### src/rtl/otp_row_seq_pkg.sv
package otp_row_seq_pkg;

  typedef enum logic [1:0] {
    ST_NORM = 2'd0,
    ST_KEY1 = 2'd1,
    ST_KEY2 = 2'd2,
    ST_OTP  = 2'd3
  } seq_state_e;

  // Fixed contents of the row: byte k = 7*k + seed, modulo 256.
  function automatic logic [7:0] row_preload(input int unsigned k, input logic [7:0] seed);
    logic [7:0] prod;
    prod = 8'((k * 7) & 255);
    return prod + seed;
  endfunction

endpackage

### src/rtl/otp_unlock_fsm.sv
module otp_unlock_fsm
  import otp_row_seq_pkg::*;
#(
  parameter int          ADDR_W   = 15,
  parameter int          DATA_W   = 8,
  parameter logic [14:0] K1_ADDR  = 15'h0555,
  parameter logic [7:0]  K1_DATA  = 8'hAA,
  parameter logic [14:0] K2_ADDR  = 15'h02AA,
  parameter logic [7:0]  K2_DATA  = 8'h55,
  parameter logic [14:0] K3_ADDR  = 15'h0555,
  parameter logic [7:0]  K3_DATA  = 8'h90,
  parameter logic [7:0]  RET_DATA = 8'hF0
) (
  input  logic              clk,
  input  logic              rst_n,
  input  logic              wr_en,
  input  logic [ADDR_W-1:0] addr,
  input  logic [DATA_W-1:0] wdata,
  output seq_state_e        state
);

  logic       hit1, hit2, hit3, hit_ret;
  seq_state_e st_q, st_d;

  assign hit1    = (addr == ADDR_W'(K1_ADDR)) && (wdata == DATA_W'(K1_DATA));
  assign hit2    = (addr == ADDR_W'(K2_ADDR)) && (wdata == DATA_W'(K2_DATA));
  assign hit3    = (addr == ADDR_W'(K3_ADDR)) && (wdata == DATA_W'(K3_DATA));
  assign hit_ret = (wdata == DATA_W'(RET_DATA));

  // Next-state logic: only write cycles move the sequence.
  always_comb begin
    st_d = st_q;
    if (wr_en) begin
      unique case (st_q)
        ST_NORM: if (hit1) st_d = ST_KEY1;
        ST_KEY1: st_d = hit2 ? ST_KEY2 : ST_NORM;
        ST_KEY2: st_d = hit3 ? ST_OTP  : ST_NORM;
        ST_OTP:  if (hit_ret) st_d = ST_NORM;
        default: st_d = ST_NORM;
      endcase
    end
  end

  always_ff @(posedge clk or negedge rst_n) begin
    if (!rst_n) st_q <= ST_NORM;
    else        st_q <= st_d;
  end

  assign state = st_q;

endmodule

### src/rtl/otp_row_store.sv
module otp_row_store
  import otp_row_seq_pkg::*;
#(
  parameter int         ROW_DEPTH = 64,
  parameter int         DATA_W    = 8,
  parameter logic [7:0] SEED      = 8'h5C,
  localparam int        IDX_W     = $clog2(ROW_DEPTH)
) (
  input  logic              clk,
  input  logic              rst_n,
  input  logic [IDX_W-1:0]  idx,
  output logic [DATA_W-1:0] rd_byte
);

  logic [DATA_W-1:0] row_q [ROW_DEPTH];

  // One register per byte, loaded at reset and held afterwards.
  for (genvar g = 0; g < ROW_DEPTH; g++) begin : g_cell
    always_ff @(posedge clk or negedge rst_n) begin
      if (!rst_n) row_q[g] <= DATA_W'(row_preload(g, SEED));
      else        row_q[g] <= row_q[g];
    end
  end

  assign rd_byte = row_q[idx];

endmodule

### src/rtl/otp_read_steer.sv
module otp_read_steer #(
  parameter int DATA_W = 8
) (
  input  logic              clk,
  input  logic              rst_n,
  input  logic              rd_en,
  input  logic              use_otp,
  input  logic [DATA_W-1:0] otp_byte,
  input  logic [DATA_W-1:0] arr_byte,
  output logic [DATA_W-1:0] rd_data,
  output logic              rd_valid
);

  logic [DATA_W-1:0] data_q, data_d;
  logic              valid_q;

  always_comb begin
    data_d = data_q;
    if (rd_en) data_d = use_otp ? otp_byte : arr_byte;
  end

  always_ff @(posedge clk or negedge rst_n) begin
    if (!rst_n) begin
      data_q  <= '0;
      valid_q <= 1'b0;
    end else begin
      data_q  <= data_d;
      valid_q <= rd_en;
    end
  end

  assign rd_data  = data_q;
  assign rd_valid = valid_q;

endmodule

### src/rtl/otp_row_seq.sv
module otp_row_seq
  import otp_row_seq_pkg::*;
#(
  parameter int          ADDR_W    = 15,
  parameter int          DATA_W    = 8,
  parameter int          NSECT     = 8,
  parameter int          ROW_DEPTH = 64,
  parameter logic [7:0]  SEED      = 8'h5C,
  parameter logic [14:0] K1_ADDR   = 15'h0555,
  parameter logic [7:0]  K1_DATA   = 8'hAA,
  parameter logic [14:0] K2_ADDR   = 15'h02AA,
  parameter logic [7:0]  K2_DATA   = 8'h55,
  parameter logic [14:0] K3_ADDR   = 15'h0555,
  parameter logic [7:0]  K3_DATA   = 8'h90,
  parameter logic [7:0]  RET_DATA  = 8'hF0
) (
  input  logic              clk,
  input  logic              rst_n,
  input  logic              bus_wr,
  input  logic              bus_rd,
  input  logic [ADDR_W-1:0] bus_addr,
  input  logic [DATA_W-1:0] bus_wdata,
  input  logic [NSECT-1:0]  sect_sel,
  input  logic [DATA_W-1:0] arr_rdata,
  output logic [DATA_W-1:0] rd_data,
  output logic              rd_valid
);

  localparam int IDX_W   = $clog2(ROW_DEPTH);
  localparam int SEL_BIT = IDX_W;

  // Reset: asserted asynchronously, released on a clock edge.
  logic [1:0] rst_sync_q;
  logic       rst_sync_n;

  always_ff @(posedge clk or negedge rst_n) begin
    if (!rst_n) rst_sync_q <= 2'b00;
    else        rst_sync_q <= {rst_sync_q[0], 1'b1};
  end
  assign rst_sync_n = rst_sync_q[1];

  seq_state_e        st_q;
  logic [DATA_W-1:0] otp_byte;
  logic              use_otp;

  otp_unlock_fsm #(
    .ADDR_W  (ADDR_W),
    .DATA_W  (DATA_W),
    .K1_ADDR (K1_ADDR),
    .K1_DATA (K1_DATA),
    .K2_ADDR (K2_ADDR),
    .K2_DATA (K2_DATA),
    .K3_ADDR (K3_ADDR),
    .K3_DATA (K3_DATA),
    .RET_DATA(RET_DATA)
  ) u_fsm (
    .clk  (clk),
    .rst_n(rst_sync_n),
    .wr_en(bus_wr),
    .addr (bus_addr),
    .wdata(bus_wdata),
    .state(st_q)
  );

  otp_row_store #(
    .ROW_DEPTH(ROW_DEPTH),
    .DATA_W   (DATA_W),
    .SEED     (SEED)
  ) u_row (
    .clk    (clk),
    .rst_n  (rst_sync_n),
    .idx    (bus_addr[IDX_W-1:0]),
    .rd_byte(otp_byte)
  );

  // Row data only in row mode, with a sector selected and the select bit clear.
  assign use_otp = (st_q == ST_OTP) && (|sect_sel) && !bus_addr[SEL_BIT];

  otp_read_steer #(
    .DATA_W(DATA_W)
  ) u_steer (
    .clk     (clk),
    .rst_n   (rst_sync_n),
    .rd_en   (bus_rd),
    .use_otp (use_otp),
    .otp_byte(otp_byte),
    .arr_byte(arr_rdata),
    .rd_data (rd_data),
    .rd_valid(rd_valid)
  );

endmodule

### config.mk
export PLATFORM = sky130hd
export DESIGN_NAME = otp_row_seq
export DESIGN_NICKNAME = d
export VERILOG_FILES = /design/src/rtl/otp_row_seq_pkg.sv /design/src/rtl/otp_unlock_fsm.sv /design/src/rtl/otp_row_store.sv /design/src/rtl/otp_read_steer.sv /design/src/rtl/otp_row_seq.sv
export SDC_FILE = /design/constraint.sdc
export NUM_CORES = 1
export LEC_CHECK = 0
export ABC_AREA = 1
export BUFFER_PORTS_ARGS = -buffer_cell sky130_fd_sc_hd__buf_2
export CAP_MARGIN = 20
export CORE_ASPECT_RATIO = 0.8
export CORE_MARGIN = 1
export CORE_UTILIZATION = 47
export DETAILED_ROUTE_END_ITERATION = 8
export PLACE_DENSITY = 0.79
export SETUP_SLACK_MARGIN = 0.5
export SYNTH_ARGS = -nofsm -noshare
export SYNTH_HDL_FRONTEND = slang
export SYNTH_SLANG_ARGS = --single-unit
export TNS_END_PERCENT = 5
### constraint.sdc
create_clock -name clk -period 0.8 [get_ports clk]
set_input_delay 0.12 -clock clk [delete_from_list [all_inputs] [get_ports clk]]
set_output_delay 0.12 -clock clk [all_outputs]
set_load 0.05 [all_outputs]
==> results of run 1 <==
## sequential cells by signal (all words and copies together), names as in the netlist
| name | flops |
|---|---|
| rst_sync_q | 2 |
| u_steer.rd_data | 8 |
| u_steer.rd_valid | 1 |
| u_fsm.state | 2 |
## cells by family (layout without fill, tap and decap cells)
group                    after synthesis  after routing  share of synthesized area (%)
AND/OR/NAND/NOR                      120            120                           41.0
AO/OA/AOI/OAI                         32             33                           14.3
other                                  1              1                          0.312
adder cells (fa/ha/maj)                6              6                           6.24
flip-flops                            13             13                           27.0
buffers and inverters                 28            101                           11.1
## routing by layer
| metal | vias to the layer above | routed length, um |
|---|---|---|
| met3 | 4 | 146 |
| li1 | 790 | - |
| met1 | 658 | 1520 |
| met5 | - | 0 |
| met4 | 0 | 29 |
| met2 | 39 | 1420 |
## through the flow
step	TNS, ns	cell area [um^2]
finish	-4.51	1780
global placement	-3.45	1640
CTS	-4.58	1750
floorplan	-2.23	1200
global route	-5.59	1780
detailed placement	-3.69	1640
## synth_stat cells
| cell type | instances | area (um^2) |
|---|---|---|
| nand2_1 | 57 | 214 |
| nand3b_1 | 1 | 7.51 |
| nand2_2 | 1 | 6.26 |
| o21a_2 | 1 | 8.76 |
| conb_1 | 1 | 3.75 |
| dfrtp_1 | 13 | 325 |
| o21ai_1 | 5 | 25.0 |
| inv_1 | 20 | 75.1 |
| buf_4 | 1 | 7.51 |
| a21oi_1 | 13 | 65.1 |
| inv_4 | 2 | 12.5 |
| ha_1 | 6 | 75.1 |
| buf_6 | 2 | 22.5 |
| nor2_2 | 1 | 6.26 |
| o21ai_0 | 9 | 45.0 |
| clkinv_1 | 1 | 3.75 |
| nor3_1 | 1 | 5.00 |
| o211ai_1 | 2 | 15.0 |
| a31oi_1 | 1 | 6.26 |
| nor2_4 | 1 | 11.3 |
| nand3_1 | 16 | 80.1 |
| clkbuf_1 | 1 | 3.75 |
| a21boi_0 | 1 | 7.51 |
| nor2_1 | 40 | 150 |
| nand4_1 | 2 | 12.5 |
| inv_6 | 1 | 8.76 |
## critical path, stage by stage, from the launching register on
cell and delay (ns):
dfrtp_1 0.37, nand2_2 0.09, nor2_4 0.14, o21ai_2 0.07, buf_6 0.14, a21oi_2 0.09, nand2_1 0.07, a21oi_2 0.11
## power by group through the flow
stage	sequential [W]	clock (W)	combinational (W)
3_3_place_gp	0.000769	0	0.000822
6_report	0.000773	0.000399	0.000904
3_5_place_dp	0.000770	0	0.000832
4_1_cts	0.000768	0.000418	0.000891
2_1_floorplan	0.000924	0	0.000349
5_1_grt	0.000781	0.000447	0.00100
## final cells by class
class / instances / area, um^2 / share of cell area [%]
clock buffers: 4 / 26.3 / 1.48
inverters: 24 / 100 / 5.62
multi-input cells: 160 / 785 / 44.1
repair buffers: 73 / 499 / 28.0
flip-flops and latches: 13 / 325 / 18.3
well taps: 36 / 45.0 / 2.53
## placed cells by master (no fill, tap or decap), types with 2 or more instances in the layout
| master | Yosys | final |
|---|---|---|
| nand2_1 | 57 | 56 |
| inv_4 | 2 | 2 |
| buf_2 | 0 | 42 |
| dfrtp_1 | 13 | 13 |
| o211ai_1 | 2 | 2 |
| a21oi_1 | 13 | 10 |
| buf_6 | 2 | 11 |
| a21oi_2 | 0 | 3 |
| o21ai_1 | 5 | 3 |
| buf_4 | 1 | 18 |
| o21ai_2 | 0 | 2 |
| nand4_1 | 2 | 2 |
| ha_1 | 6 | 6 |
| nor2_1 | 40 | 39 |
| nand3_1 | 16 | 16 |
| nor2_4 | 1 | 2 |
| clkbuf_4 | 0 | 3 |
| inv_1 | 20 | 20 |
| nand2_2 | 1 | 2 |
| o21ai_0 | 9 | 9 |
## timing repair
action,CTS,global route
gates resized for setup,22,7
hold buffers,1,0
gates cloned,0,1
buffers inserted,0,0
endpoints found under the setup margin,31,31
pin swaps,2,2
hold endpoints to repair,2,0
## worst paths after layout
check | startpoint | depth (start not counted) | slack [ns] | to
worst min register to register | rst_sync_q[1] | 1 | 0.15 | u_steer.rd_data[2]
max in group asynchronous | rst_sync_q[1] | 1 | 0.53 | u_steer.rd_data[3]
worst max-delay path | u_fsm.state[1] | 7 | -0.33 | u_steer.rd_data[5]
min in group asynchronous | rst_sync_q[1] | 1 | 0.15 | u_steer.rd_data[2]
worst min-delay path | arr_rdata[3] | 3 | 0.1 | u_steer.rd_data[3]
worst max register to register | u_fsm.state[1] | 7 | -0.33 | u_steer.rd_data[5]
==> flow_metrics.tcl, run 1 <==
set metrics [dict create \
    run_status "finished, violations left" \
    violations "negative setup slack" \
    numCtsBuffers 3 \
    synth-seq-area-share_pct 27.0 \
    swShare_pct 36.9 \
    power_density_nw_per_um2 1170 \
    final_hold_viol_count 0 \
    rows 16 \
    routed_wl_um 3120 \
    grt_pass1_vias 1285 \
    synthesis.nets 249 \
    wl_per_cell_um 10.0 \
    clk_path_buf_depth 2 \
    hp-class "in2reg" \
    final_cells 310 \
    grt_max_degree 12 \
    fin_hold_ws_ns 0.0975 \
    vdd.ir_drop.worst_uv 990 \
    cts.clk_slew.worst_paths_ns 0.07 \
    finalNetCount 324 \
    fin_ws_ns -0.334 \
    grt.busiest_layer "met2" \
    antenna_found_initial 0 \
    finClkSkew_ns 0.00247 \
    syn2layout_area_growth_pct 47.9 \
    antenna_cells 0 \
    htreeDepth 1 \
    drtIter0Drc 55 \
    clkLatencyLatePin_ns 0.28 \
    fmax_mhz 882 \
    die_area_um2 2770 \
    startpoint_type "flop" \
    synth_area_per_cell_um2 6.02 \
    dr.pass1.iters 4 \
    rsz0062_at_grt "true" \
    p_sw_w 0.000766 \
    vias 1491 \
    syn_inst 200 \
    grtUsageTotal_pct 24.2 \
    die_x_um 58.6 \
    drc 0 \
    drive_above_1_share_pct 32.8 \
    p_int_w 0.00131 \
    core_um2 2440 \
    final_core_util_pct 72.9 \
    synth-seq-cells 13 \
    fill_cells 236 \
    setup-violations-final 19 \
    slew_viol_final 0 \
    leakage_nw 0.950 \
    start_util_pct 49.3 \
    synthDistinctLibCells 26 \
    grt-ovfl-total 0 \
    numPortBuffers 51 \
    cp_data_arrival_time_ns 1.35 \
    finalCriticalPeriod_ns 1.13 \
    end_kind "flop" \
    cp.required_ns 1.01 \
    worstSetupPathType "reg2reg" \
    routed_via_density 4.81 \
    yosys_warnings 0 \
    antenna_left 0 \
    met1_usage_pct 30.0 \
    p_total_w 0.00208 \
    clockPowerShare_pct 19.2 \
    hpwl_um 2460 \
    gp_congestion 0.917 \
    grt_pass1_wl_um 5000 \
    cts_root_buf "clkbuf_4" \
    dp_cells 304 \
    syn_area_um2 1200 \
    fin_crit_sh_pct 142 \
    grt.met2_usage_pct 43.2 \
    drv_cap 0 \
    num_io_pins 52 \
    die_y_um 47.3 \
    p_seq_share_pct 37.2 \
    cts_tree "done" \
    clock-sinks 13 \
    use_met3_pct 6.06 \
    crit_fanout 7 \
    combPwrFrac_pct 43.5 \
    dpl_worst_slack_ns -0.473 \
]
No activity file was read; power rests on OpenSTA's default activity.
==> inputs of run 2 (changes only) <==
--- a/config.mk
+++ b/config.mk
@@ -6,7 +6,7 @@
 export NUM_CORES = 1
 export LEC_CHECK = 0
 export ABC_AREA = 1
-export BUFFER_PORTS_ARGS = -buffer_cell sky130_fd_sc_hd__buf_2
+export BUFFER_PORTS_ARGS = -buffer_cell sky130_fd_sc_hd__buf_4
 export CAP_MARGIN = 20
 export CORE_ASPECT_RATIO = 0.8
 export CORE_MARGIN = 1
==> flow_metrics.tcl, run 2 (synthesized netlist as in run 1, its figures left out) <==
set metrics [dict create \
    run_status "finished, violations left" \
    violations "negative setup slack" \
    start_util_pct 49.3 \
    final_cells 305 \
    grt-ovfl-total 0 \
    numPortBuffers 51 \
    cts.clk_slew.worst_paths_ns 0.09 \
    rsz0062_at_grt "true" \
    p_int_w 0.00134 \
    final_core_util_pct 74.9 \
    hp-class "in2reg" \
    grt_max_degree 12 \
    layout_commonest_cell "buf_4" \
    dpl_worst_slack_ns -0.458 \
    cts_root_buf "clkbuf_4" \
    core_um2 2440 \
    drtIter0Drc 63 \
    cts_tree "done" \
    slew_viol_final 0 \
    routed_via_density 4.91 \
    grt_pass1_vias 1283 \
    fin_crit_sh_pct 146 \
    grt_pass1_wl_um 5040 \
    swShare_pct 37.3 \
    drive_above_1_share_pct 32.3 \
    p_seq_share_pct 36.8 \
    cp.required_ns 1.02 \
    routed_wl_um 3240 \
    clkLatencyLatePin_ns 0.29 \
    crit_fanout 7 \
    antenna_found_initial 0 \
    die_y_um 47.3 \
    power_density_nw_per_um2 1170 \
    finalNetCount 319 \
    finalCriticalPeriod_ns 1.16 \
    clock-sinks 13 \
    setup-violations-final 19 \
    vias 1499 \
    gp_congestion 0.884 \
    drc 0 \
    rows 16 \
    dr.pass1.iters 4 \
    cp_data_arrival_time_ns 1.39 \
    num_io_pins 52 \
    drv_cap 0 \
    final_hold_viol_count 0 \
    postCtsSetupBuffers 0 \
    antenna_cells 0 \
    p_sw_w 0.000799 \
    largest_reg_flops 8 \
    fin_hold_ws_ns 0.0915 \
    hpwl_um 2630 \
    fin_ws_ns -0.364 \
    fmax_mhz 859 \
    numCtsBuffers 3 \
    die_x_um 58.6 \
    die_area_um2 2770 \
    combPwrFrac_pct 43.3 \
    clk_path_buf_depth 2 \
    grtUsageTotal_pct 24.6 \
    worstSetupPathType "reg2reg" \
    leakage_nw 0.953 \
    end_kind "flop" \
    htreeDepth 1 \
    fin_tns_setup_ns -4.72 \
    syn2layout_area_growth_pct 52.1 \
    wl_per_cell_um 10.6 \
    clockPowerShare_pct 19.9 \
    vdd.ir_drop.worst_uv 958 \
    dp_cells 299 \
    layout_common_cells "58 x buf_4, 56 x nand2_1, 39 x nor2_1" \
    startpoint_type "flop" \
    finClkSkew_ns 0.00896 \
    antenna_left 0 \
]
run 2: power by group through the flow:
stage	Clock [W]	Sequential, W	Combinational [W]
after floorplan	0	0.000924	0.000349
after CTS	0.000430	0.000782	0.000915
after detailed placement	0	0.000786	0.000881
final	0.000427	0.000787	0.000927
after global routing	0.000444	0.000793	0.00102
after global placement	0	0.000780	0.000866
run 2: path summary, 6_finish.rpt:
path,startpoint,to,slack (ns),depth (start not counted)
min reg2reg,rst_sync_q[1],u_steer.rd_data[1],0.12,0
max,u_fsm.state[0],u_steer.rd_data[5],-0.36,7
max reg2reg,u_fsm.state[0],u_steer.rd_data[5],-0.36,7
max in group asynchronous,rst_sync_q[1],u_fsm.state[1],0.47,0
min,arr_rdata[3],u_steer.rd_data[3],0.09,3
min in group asynchronous,rst_sync_q[1],u_steer.rd_data[1],0.12,0
run 2: critical path, cell delays in order (launching register included):
cell and delay, ns:
dfrtp_1 0.38, nand2_2 0.08, nor2_4 0.12, o21ai_1 0.07, buf_4 0.17, a21oi_2 0.10, nand2_1 0.07, a21oi_2 0.11
run 2: area by class of cell:
class,count,area [um^2]
tap,36,45.0
clock buffer,4,26.3
sequential,13,327
fill,221,612
multi-input combinational,160,786
timing repair buffer,68,547
inverter,24,100
run 2: layer usage:
| layer | part of all wire, % | GRT usage (%) | vias to the layer above |
|---|---|---|---|
| met5 | 0 | 0 | - |
| met4 | 0 | 4.29 | 0 |
| met3 | 5.5 | 4.96 | 0 |
| met2 | 48 | 46.2 | 47 |
| met1 | 47 | 30.3 | 680 |
| li1 | - | - | 772 |
run 2: what timing repair did:
action	in CTS	in global routing
pin swaps	3	4
hold buffers	1	0
setup endpoints to repair	31	31
cloned	0	1
endpoints found under the hold margin	2	0
gates resized for setup	13	7
run 2: metrics by stage:
step / area [um^2] / total power, W
floorplan: 1200 / 0.00127
global placement: 1720 / 0.00165
detailed placement: 1720 / 0.00167
CTS: 1800 / 0.00213
global route: 1830 / 0.00226
finish: 1830 / 0.00214
==> inputs of run 3 (changes only) <==
--- a/config.mk
+++ b/config.mk
@@ -10,9 +10,10 @@
 export CAP_MARGIN = 20
 export CORE_ASPECT_RATIO = 0.8
 export CORE_MARGIN = 1
-export CORE_UTILIZATION = 47
+export CORE_UTILIZATION = 49
+export CTS_BUF_LIST = sky130_fd_sc_hd__clkbuf_8
 export DETAILED_ROUTE_END_ITERATION = 8
-export PLACE_DENSITY = 0.79
+export PLACE_DENSITY = 0.82
 export SETUP_SLACK_MARGIN = 0.5
 export SYNTH_ARGS = -nofsm -noshare
 export SYNTH_HDL_FRONTEND = slang
==> flow_metrics.tcl, run 3 (synthesized netlist as in run 1, its figures left out) <==
set metrics [dict create \
    run_status "finished, violations left" \
    violations "design-rule violations, negative hold slack, negative setup slack" \
    grt-ovfl-total 0 \
    rows 15 \
    hp-class "in2async" \
    drtIter0Drc 92 \
    clock-sinks 13 \
    antenna_left 0 \
    end_kind "flop" \
    clk_path_buf_depth 2 \
    cp_data_arrival_time_ns 1.31 \
    slew_viol_final 0 \
    finalNetCount 320 \
    drc 4 \
    fill_cells 154 \
    num_io_pins 52 \
    worstSetupPathType "reg2reg" \
    fin_ws_ns -0.376 \
    die_area_um2 2660 \
    antenna_found_initial 0 \
    cp.required_ns 0.93 \
    startpoint "u_fsm.state[1]" \
    cts_tree "done" \
    final_hold_viol_count 2 \
    multiInputGateArea_um2 785 \
    wl_per_cell_um 12.8 \
    fmax_mhz 850 \
    r2r-start "u_fsm.state[1]" \
    startpoint_type "flop" \
    drive_above_1_share_pct 33.3 \
    crit_fanout 3 \
    dpl_cell_area_um2 1700 \
    cts_root_buf "clkbuf_8" \
    syn2layout_area_growth_pct 54.1 \
    start_util_pct 53.9 \
    htreeDepth 1 \
    dpl_worst_slack_ns -0.479 \
    leakage_nw 0.980 \
    rsz0062_at_grt "true" \
    vias 1521 \
    fin_hold_ws_ns -0.352 \
    ff_latch_area_um2 327 \
    power_density_nw_per_um2 1240 \
    die_y_um 46.3 \
    finalCriticalPeriod_ns 1.18 \
    largest_reg_flops 8 \
    drv_cap 0 \
    layout_common_cells "59 x buf_4, 54 x nand2_1, 39 x nor2_1" \
    grt_pass1_wl_um 5960 \
    grt_max_degree 12 \
    clkLatencyLatePin_ns 0.24 \
    layout_commonest_cell "buf_4" \
    cts.clk_slew.worst_paths_ns 0.06 \
    grtUsageTotal_pct 29.9 \
    core_um2 2230 \
    fin_crit_sh_pct 147 \
    finClkSkew_ns 0.000960 \
    fin_tns_setup_ns -4.29 \
    grt_pass1_vias 1424 \
    vdd.ir_drop.worst_uv 1320 \
    final_core_util_pct 83.0 \
    numPortBuffers 51 \
    dr.pass1.iters 6 \
    die_x_um 57.4 \
    gp_congestion 0.924 \
    fin_area_um2 1850 \
    numCtsBuffers 3 \
    routed_via_density 5.16 \
    setup-violations-final 19 \
    routed_wl_um 3760 \
    hpwl_um 2770 \
    antenna_cells 0 \
]
==> run 3: worst paths after layout <==
path	to	cells past startpoint	slack, ns
setup / recovery	u_fsm.state[0]	7	-0.38
setup reg to reg	u_fsm.state[0]	7	-0.38
hold reg to reg	u_fsm.state[0]	0	0.13
min in group clk	u_steer.rd_data[3]	3	0.14
hold / removal	rst_sync_q[0]	1	-0.35
max in group asynchronous	u_steer.rd_data[1]	0	0.46
==> run 3: worst max-delay path, cell delays in order, from the launching register on <==
cell	delay, ns
dfrtp_1	0.39
nand2_2	0.09
buf_4	0.11
inv_1	0.04
a21boi_2	0.18
nand2_2	0.10
nand3_1	0.10
nand2_1	0.05
==> run 3: routing by layer <==
metal / vias to the layer above / part of all wire [%] / track usage, % / routed length, um
li1: 772 / - / - / -
met1: 664 / 40 / 32.8 / 1500
met2: 77 / 51 / 56.7 / 1910
met3: 8 / 7.5 / 7.58 / 281
met4: 0 / 1.9 / 11.2 / 70
met5: - / 0 / 0 / 0
==> run 3: report_power, final <==
| part | leakage, nW | internal, W | total (W) | switching (W) |
|---|---|---|---|---|
| Clock | 0.0269 | 0.000339 | 0.000572 | 0.000234 |
| Sequential | 0.153 | 0.000728 | 0.000784 | 0.0000555 |
| Combinational | 0.800 | 0.000423 | 0.000943 | 0.000521 |
| Total | 0.980 | 0.00149 | 0.00230 | 0.000810 |
==> run 3: what timing repair did <==
action	4_1_cts	5_1_grt
hold endpoints to repair	2	2
pin swaps	5	1
endpoints found under the setup margin	31	31
gates resized for setup	25	2
setup buffers	3	0
==> run 3: layout make-up <==
| type | count | share of cell area, % |
|---|---|---|
| Sequential cell | 13 | 17.6 |
| Clock buffer | 3 | 2.23 |
| Inverter | 24 | 5.40 |
| Multi-Input combinational cell | 159 | 42.3 |
| Clock inverter | 1 | 0.202 |
| Timing Repair Buffer | 70 | 30.6 |
| Tap cell | 25 | 1.69 |
==> run 3: through the flow <==
| stage | total power (W) | instances |
|---|---|---|
| floorplan | 0.00127 | 200 |
| global placement | 0.00164 | 288 |
| detailed placement | 0.00167 | 288 |
| CTS | 0.00228 | 295 |
| global route | 0.00241 | 295 |
| finish | 0.00230 | 295 |
